[config.mk]
export PLATFORM = sky130hd
export DESIGN_NAME = branch_decider
export DESIGN_NICKNAME = d
export VERILOG_FILES = /design/src/rtl/brdec_pkg.sv /design/src/rtl/brdec_cond_mux.sv /design/src/rtl/brdec_seq.sv /design/src/rtl/branch_decider.sv
export SDC_FILE = /design/constraint.sdc
export NUM_CORES = 1
export LEC_CHECK = 0
export CORE_AREA = 3 3 40 42
export CTS_CLUSTER_SIZE = 30
export DETAILED_ROUTE_END_ITERATION = 16
export DIE_AREA = 0 0 43 45
export DONT_BUFFER_PORTS = 1
export PLACE_DENSITY = 0.46
export SETUP_SLACK_MARGIN = 0.3
export SYNTH_ARGS = -nofsm -noshare
export SYNTH_HDL_FRONTEND = slang
export SYNTH_SLANG_ARGS = --single-unit
[constraint.sdc]
create_clock -name clk_i -period 1.5 [get_ports clk_i]
set_input_delay 0.15 -clock clk_i [delete_from_list [all_inputs] [get_ports clk_i]]
set_output_delay 0.15 -clock clk_i [all_outputs]
set_load 0.05 [all_outputs]
[src/rtl/brdec_pkg.sv]
package brdec_pkg;
  localparam int COND_W = 3;
  localparam int COND_N = 1 << COND_W;
  localparam int CODE_W = COND_W + 1;
  localparam int WORD_W = CODE_W + 2;

  typedef enum logic [COND_W-1:0] {
    C_ALWAYS = 3'd0,
    C_CARRY  = 3'd1,
    C_OVFL   = 3'd2,
    C_PLUS   = 3'd3,
    C_EQ     = 3'd4,
    C_LT     = 3'd5,
    C_LE     = 3'd6,
    C_USC    = 3'd7
  } cond_e;

  typedef struct packed {
    logic              dir;
    logic              ext;
    logic              neg;
    logic [COND_W-1:0] sel;
  } br_word_t;

  typedef struct packed {
    logic s;
    logic z;
    logic o;
    logic c;
  } flags_t;
endpackage

[src/rtl/brdec_cond_mux.sv]
module brdec_cond_mux
  import brdec_pkg::*;
(
  input  flags_t            flags_i,
  input  logic [CODE_W-1:0] code_i,
  output logic              hit_o
);
  logic [COND_N-1:0]   base;
  logic [2*COND_N-1:0] tbl;

  always_comb begin
    base           = '0;
    base[C_ALWAYS] = 1'b1;
    base[C_CARRY]  = flags_i.c;
    base[C_OVFL]   = flags_i.o;
    base[C_PLUS]   = ~flags_i.s;
    base[C_EQ]     = flags_i.z;
    base[C_LT]     = flags_i.s ^ flags_i.o;
    base[C_LE]     = flags_i.z | (flags_i.s ^ flags_i.o);
    base[C_USC]    = flags_i.s ^ flags_i.c;
  end

  // upper half of the table holds the negated conditions
  for (genvar i = 0; i < COND_N; i++) begin : g_pol
    assign tbl[i]          = base[i];
    assign tbl[COND_N + i] = ~base[i];
  end

  assign hit_o = tbl[code_i];
endmodule

[src/rtl/brdec_seq.sv]
module brdec_seq
  import brdec_pkg::*;
(
  input  logic              clk_i,
  input  logic              rst_ni,
  input  logic              start_i,
  input  br_word_t          word_i,
  input  logic              hit_i,
  input  logic              ext_cond_i,
  output logic              done_o,
  output logic              taken_o,
  output logic              dir_o,
  output logic              busy_o,
  output logic [CODE_W-1:0] ext_addr_o
);
  typedef enum logic {S_IDLE, S_EXT} state_e;
  state_e state_q;
  logic   dir_hold_q;

  always_ff @(posedge clk_i or negedge rst_ni) begin
    if (!rst_ni) begin
      state_q    <= S_IDLE;
      done_o     <= 1'b0;
      taken_o    <= 1'b0;
      dir_o      <= 1'b0;
      dir_hold_q <= 1'b0;
      ext_addr_o <= '0;
    end else begin
      done_o  <= 1'b0;
      taken_o <= 1'b0;
      dir_o   <= 1'b0;
      unique case (state_q)
        S_IDLE: if (start_i) begin
          if (word_i.ext) begin
            ext_addr_o <= {word_i.neg, word_i.sel};
            dir_hold_q <= word_i.dir;
            state_q    <= S_EXT;
          end else begin
            done_o  <= 1'b1;
            taken_o <= hit_i;
            dir_o   <= word_i.dir;
          end
        end
        S_EXT: begin
          done_o     <= 1'b1;
          taken_o    <= ext_cond_i;
          dir_o      <= dir_hold_q;
          ext_addr_o <= '0;
          state_q    <= S_IDLE;
        end
        default: state_q <= S_IDLE;
      endcase
    end
  end

  assign busy_o = (state_q == S_EXT);

  a_r9_taken_needs_done: assert property (@(posedge clk_i) disable iff (!rst_ni)
    taken_o |-> done_o);
  a_r8_dir_quiet: assert property (@(posedge clk_i) disable iff (!rst_ni)
    !done_o |-> !dir_o);
  a_r7_addr_idle_zero: assert property (@(posedge clk_i) disable iff (!rst_ni)
    !busy_o |-> (ext_addr_o == '0));
  a_r2_int_done: assert property (@(posedge clk_i) disable iff (!rst_ni)
    (start_i && !busy_o && !word_i.ext) |=> (done_o && !busy_o));
  a_r5_ext_addr: assert property (@(posedge clk_i) disable iff (!rst_ni)
    (start_i && !busy_o && word_i.ext) |=>
      (busy_o && !done_o && ext_addr_o == $past({word_i.neg, word_i.sel})));
  a_r6_ext_sample: assert property (@(posedge clk_i) disable iff (!rst_ni)
    busy_o |=> (done_o && !busy_o && ext_addr_o == '0 && taken_o == $past(ext_cond_i)));
endmodule

[src/rtl/branch_decider.sv]
module branch_decider
  import brdec_pkg::*;
(
  input  logic              clk_i,
  input  logic              rst_ni,
  input  logic              start_i,
  input  logic [WORD_W-1:0] br_word_i,
  input  logic              flag_s_i,
  input  logic              flag_z_i,
  input  logic              flag_o_i,
  input  logic              flag_c_i,
  input  logic              ext_cond_i,
  output logic              done_o,
  output logic              taken_o,
  output logic              dir_o,
  output logic              busy_o,
  output logic [CODE_W-1:0] ext_addr_o
);
  br_word_t word;
  flags_t   flags;
  logic     hit;

  assign word  = br_word_t'(br_word_i);
  assign flags = '{s: flag_s_i, z: flag_z_i, o: flag_o_i, c: flag_c_i};

  brdec_cond_mux u_mux (
    .flags_i (flags),
    .code_i  ({word.neg, word.sel}),
    .hit_o   (hit)
  );

  brdec_seq u_seq (
    .clk_i      (clk_i),
    .rst_ni     (rst_ni),
    .start_i    (start_i),
    .word_i     (word),
    .hit_i      (hit),
    .ext_cond_i (ext_cond_i),
    .done_o     (done_o),
    .taken_o    (taken_o),
    .dir_o      (dir_o),
    .busy_o     (busy_o),
    .ext_addr_o (ext_addr_o)
  );
endmodule

# After elaboration in Yosys (flattened, before gate mapping)

Index checks and enable logic that the tools add are counted.

Register bits: 9
Bits of input ports: 14

Bitwise logic cells: 11
Mux-type cells: 17
Equal/unequal tests: 2
Reduce and logical (&&, ||, !) cells: 2
Order comparisons: 1

Operator list:

| cell                                                       | count |
|---|---|
| two-way mux 1 bit                                          | 9 |
| two-way mux 4 bit                                          | 2 |
| inverter 1 bit                                             | 8 |
| case mux 1 bit (2 select lines)                            | 4 |
| case mux 4 bit (2 select lines)                            | 1 |
| less-than comparator 4 x 5 -> 1 bit, second input constant | 1 |
| binary-select mux 1 bit (select 4 bit)                     | 1 |
| != test 2 bit, second input constant                       | 2 |
| AND reduction 3 bit                                        | 1 |
| AND reduction 2 bit                                        | 1 |
| XOR 1 bit                                                  | 2 |
| OR 1 bit                                                   | 1 |

# Depth between registers and ports, before layout

Word-level depth: 8
Mapped depth: 4

# By module

Synthesis repeated with hierarchy kept, for this count alone.

Cell total of the unflattened synthesis: 48
Area total of the unflattened synthesis: 510.5 sq um

Modules (own cells, without submodules):

| module         | seq. area each (sq um) | area an instance (sq um) | cells an instance | instances |
|---|---|---|---|---|
| brdec_seq      | 225.2                  | 415.4                    | 35                | 1 |
| brdec_cond_mux | 0.0                    | 95.1                     | 13                | 1 |

# Worst setup path after synthesis

OpenSTA, ideal clock, no wires.

Path kind: register to register
Start point: reg u_seq.state_q, in the netlist u_seq.busy_o
End point: reg u_seq.dir_hold_q
Arrival time: 1.290 ns
Required time: 1.375 ns
Setup slack: 0.085 ns
Cell stages (with the launch flop): 4
Setup time: 0.125 ns
Path through: dfrtp_1 -> clkbuf_1 -> nor2_1 -> mux2_2

Word-level cells in the longest chain between the ends: 2

RTL lines:

| element                              | RTL line        | source |
|---|---|---|
| start: declaration                   | brdec_seq.sv:17 | `state_e state_q;` |
| start signal: assignment             | brdec_seq.sv:22 | `state_q <= S_IDLE;` |
| start signal: assignment             | brdec_seq.sv:37 | `state_q <= S_EXT;` |
| start signal: assignment             | brdec_seq.sv:49 | `state_q <= S_IDLE;` |
| inverter 1 bit (no source line)      | n/a             |  |
| AND reduction 3 bit (no source line) | n/a             |  |
| end signal: assignment               | brdec_seq.sv:36 | `dir_hold_q <= word_i.dir;` |
| end: declaration                     | brdec_seq.sv:18 | `logic dir_hold_q;` |

No other way between the ends.
A chain may end at the register's enable or synchronous reset.

# Worst setup path in the final report

Start point: reg u_seq.state_q, in the netlist u_seq.busy_o
End point: out busy_o

RTL lines:

| element          | RTL line             | source |
|---|---|---|
| end: declaration | branch_decider.sv:16 | `output logic busy_o,` |

No word-level cell between the ends.

==> Flow_metrics.wiki <==
{| class="wikitable"
! Metric !! Value
|-
| Die Span X || 43 µm
|-
| Ordered list of cells on the worst path || buf_4
|-
| Crit path kind || reg -> out
|-
| Number of standard cells in the final layout excluding fillers || 69
|-
| Fraction of final layout cells sized beyond drive strength 1 || 18.5%
|-
| Top cells by area, synth || dfrtp_1 (48%), nand2_1 (5.6%), nand2b_1 (5.3%), nand3_1 (5.3%), a21oi_1 (4.2%)
|-
| Data required time of the critical path || 1.35 ns
|-
| Top achievable clock speed || 0.868 GHz
|-
| Static power due to leakage || 0.236 nW
|-
| Post-synthesis area per instance || 9.63 µm²
|-
| Netlist area before placement || 472 µm²
|-
| Synth Area in Adders || 0%
|-
| Final count of hold timing violations || 0
|-
| Xor-xnor portion of the synthesized cell area || approximately 1.9%
|-
| Height of the chip || 45 µm
|-
| Post-detailed-route count of antenna-violating nets || 0
|-
| Via count of the first global-routing pass || 429
|-
| EDFF count, synth || 0
|-
| FFs w/ async S/R, synth || 100%
|-
| Average wire per cell in the routed design || 15.0 µm
|-
| Worst supply voltage drop on vdd || 0.363 mV
|-
| Detailed-router iteration count before antenna repair || 2
|-
| Worst setup skew after layout || 0.00943 ns
|-
| Global-route wire length before repair || 1770 µm
|-
| Total of max-cap violations || 0
|-
| Largest fanout on the critical path || 10
|-
| Worst Max-Slew Pin Slew || 0.486 ns
|-
| Critical Path End Type || primary output
|-
| Time the worst path needs with I/O delays and setup || 1.15 ns
|-
| Iteration-0 DRC count of the detailed router || 7
|-
| Overall via count from detail_route || about 380
|-
| Placeable core area || 1280 µm²
|-
| Clock latency of the later-clocked register in the worst-skew pair || between 0.2 and 0.3 ns
|-
| Multiplexer fraction of the synthesized cell area || between 7 and 8%
|-
| Number of I/O pins || 22
|-
| Clock tree from TritonCTS || done
|-
| Worst setup slack for register-to-register paths || 0.42 ns
|-
| Final routed DRC violation total || 0
|-
| Largest area contributor in the netlist || dfrtp_1
|-
| Mean number of vias per cell || ~5.4
|-
| Synth Instances || 49
|-
| Fill count || between 100 and 150
|-
| Compound-cell area share of the yosys netlist || 17.5%
|-
| GR Overflow Total || 0
|-
| Area after detailed placement || slightly above 500 µm²
|-
| Sequential cell area fraction in the yosys report || 47.7%
|-
| Worst-path clk slew || 0.07 ns
|-
| Post-synth top area share || a little under half
|-
| Commonest cells in the netlist || dfrtp_1 (9), nand2_1 (7), nand3_1 (5), a21oi_1 (4), nand2b_1 (4)
|-
| Arrival @ worst endpoint || 1.00 ns
|-
| Max H-tree Level || 1
|-
| Combined area of the multi-input logic cells || 246 µm²
|-
| Cell with the largest stage delay on the worst path || dfrtp_2
|-
| Crit-path max cell delay || approximately 0.49 ns
|-
| CTS root buffer || clkbuf_4
|-
| Total wirelength of the detailed-routed design || between 1000 and 1500 µm
|-
| Commonest register cell after synthesis || dfrtp_1
|-
| Final Setup Violations || 0
|-
| GRT Resource Usage Total || about an eighth
|-
| Worst path bufs/invs || 1
|-
| Startpoint class of the critical path || flop
|-
| Gp weighted congestion || 0.689
|-
| Kind of cell adding the most delay to the critical path || flip-flops
|-
| Post-route clock period utilization || 76.8%
|-
| Power per cell area || around 1100 nW/µm²
|-
| Total negative slack for setup checks || 0 ns
|-
| Placement row count || 13
|-
| Buffers inserted by post-CTS timing repair || 0
|-
| Layout-stage area growth over the synthesis result || 15.4%
|-
| Sequential cell area || 226 µm²
|-
| Detailed placement HPWL || 849 µm
|-
| Final count of pins violating max slew || 0
|-
| Post-synthesis sequential element count || 9
|-
| # placed instances || 64
|-
| Max clock buf depth || 2
|-
| Outcome || completed
|-
| Total nets after synthesis || 63
|-
| Initial antenna violation count || 0
|-
| Ys Warns || 0
|-
| RSZ-0062 raised after global routing || no
|-
| Most frequent cell after synthesis || dfrtp_1
|-
| # clock sinks || 9
|-
| Pin count of the biggest net entering global routing || 11
|-
| Die ar. || 1940 µm²
|-
| Starting density of the core || 36.7%
|-
| Synth cell types || 22
|-
| Post-synthesis simple-gate area fraction || 22.8%
|-
| Final Instance Area || 544 µm²
|-
| Largest family of logic cells by synthesized area || simple AND/OR/NAND/NOR gates
|-
| Port buffer count || 0
|-
| Antenna cell count || 0
|-
| Worst slew margin || roughly two thirds
|-
| Net count reported at finish || 69
|-
| Min-Delay Path Class || in -> reg
|-
| Total CTS buffers || 3
|}
final timing paths:
path,startpoint,to,cells past startpoint
worst max-delay path,u_seq.busy_o$_DFF_PN0_,busy_o,1
worst min-delay path,br_word_i[5],u_seq.dir_o$_DFF_PN0_,1
worst max register to register,u_seq.busy_o$_DFF_PN0_,u_seq.taken_o$_DFF_PN0_,2
worst min register to register,u_seq.dir_hold_q$_DFFE_PN0P_,u_seq.dir_o$_DFF_PN0_,1
max in group asynchronous,rst_ni,u_seq.busy_o$_DFF_PN0_,1
min in group asynchronous,rst_ni,u_seq.dir_o$_DFF_PN0_,1
repair_timing:
item                       CTS  global route
hold buffers                 1             0
hold endpoints to repair     9             0
gates resized for setup      0             0
setup endpoints to repair    0             0
flip-flops by register name, indices dropped and copies added (netlist names):
register	count
u_seq.dir_hold_q	1
u_seq.busy_o	1
u_seq.done_o	1
u_seq.taken_o	1
u_seq.dir_o	1
u_seq.ext_addr_o	4
where the power goes:
part           switching, mW  total (mW)  internal, mW
combinational         0.0355      0.0736        0.0381
clock                 0.0879       0.186        0.0982
sequential            0.0821       0.348         0.266
total                  0.206       0.607         0.402
per-layer routing:
metal | track usage (%) | part of all wire, % | up-vias
li1 | - | - | 183
met2 | 19.8 | 48 | 18
met4 | 10.8 | 3.4 | 0
met3 | 4.78 | 9.4 | 4
met5 | 0 | 0 | -
met1 | 13.8 | 39 | 170
cell families (layout without fill, tap and decap cells):
kind of cell | Yosys count | count (layout)
muxes | 3 | 3
AOI/OAI and AO/OA | 11 | 11
xor gates and xnor gates | 1 | 1
buffers and inverters | 3 | 8
and+or+nand+nor | 22 | 22
DFF | 9 | 9
cell usage in the layout (no fill, tap or decap), drive strengths merged:
master and instances:
dfrtp 9, nand2 7, nand3 5, nand2b 4, a21oi 4, clkbuf 3
nor2 3, inv 2, mux2 2, o211ai 2, a22o 1, nor3b 1
a31oi 1, xnor2 1, o21a 1, nand3b 1, mux2i 1, nor3 1
o2111ai 1, o41a 1, clkinv 1, dlygate4sd3 1, buf 1
area by class of cell:
| cell class | instances | area share (%) |
|---|---|---|
| inverter | 2 | 1.38 |
| clock buffer | 3 | 4.14 |
| tap | 15 | 3.45 |
| clock inverter | 1 | 0.920 |
| timing repair buffer | 2 | 3.22 |
| multi-input combinational | 37 | 45.3 |
| sequential | 9 | 41.6 |
metrics by stage:
stage | total power, mW | hold WS, ns | util [%] | worst slack (ns)
floorplan | 0.409 | -0.146 | - | 0.300
global placement | 0.418 | -0.145 | 39.4 | 0.363
detailed placement | 0.422 | -0.145 | 39.4 | 0.350
CTS | 0.614 | 0.0119 | 42.4 | 0.342
global route | 0.641 | 0.0150 | 42.4 | 0.302
finish | 0.607 | 0.0156 | 42.4 | 0.348
(Power assumes the default switching activity.)
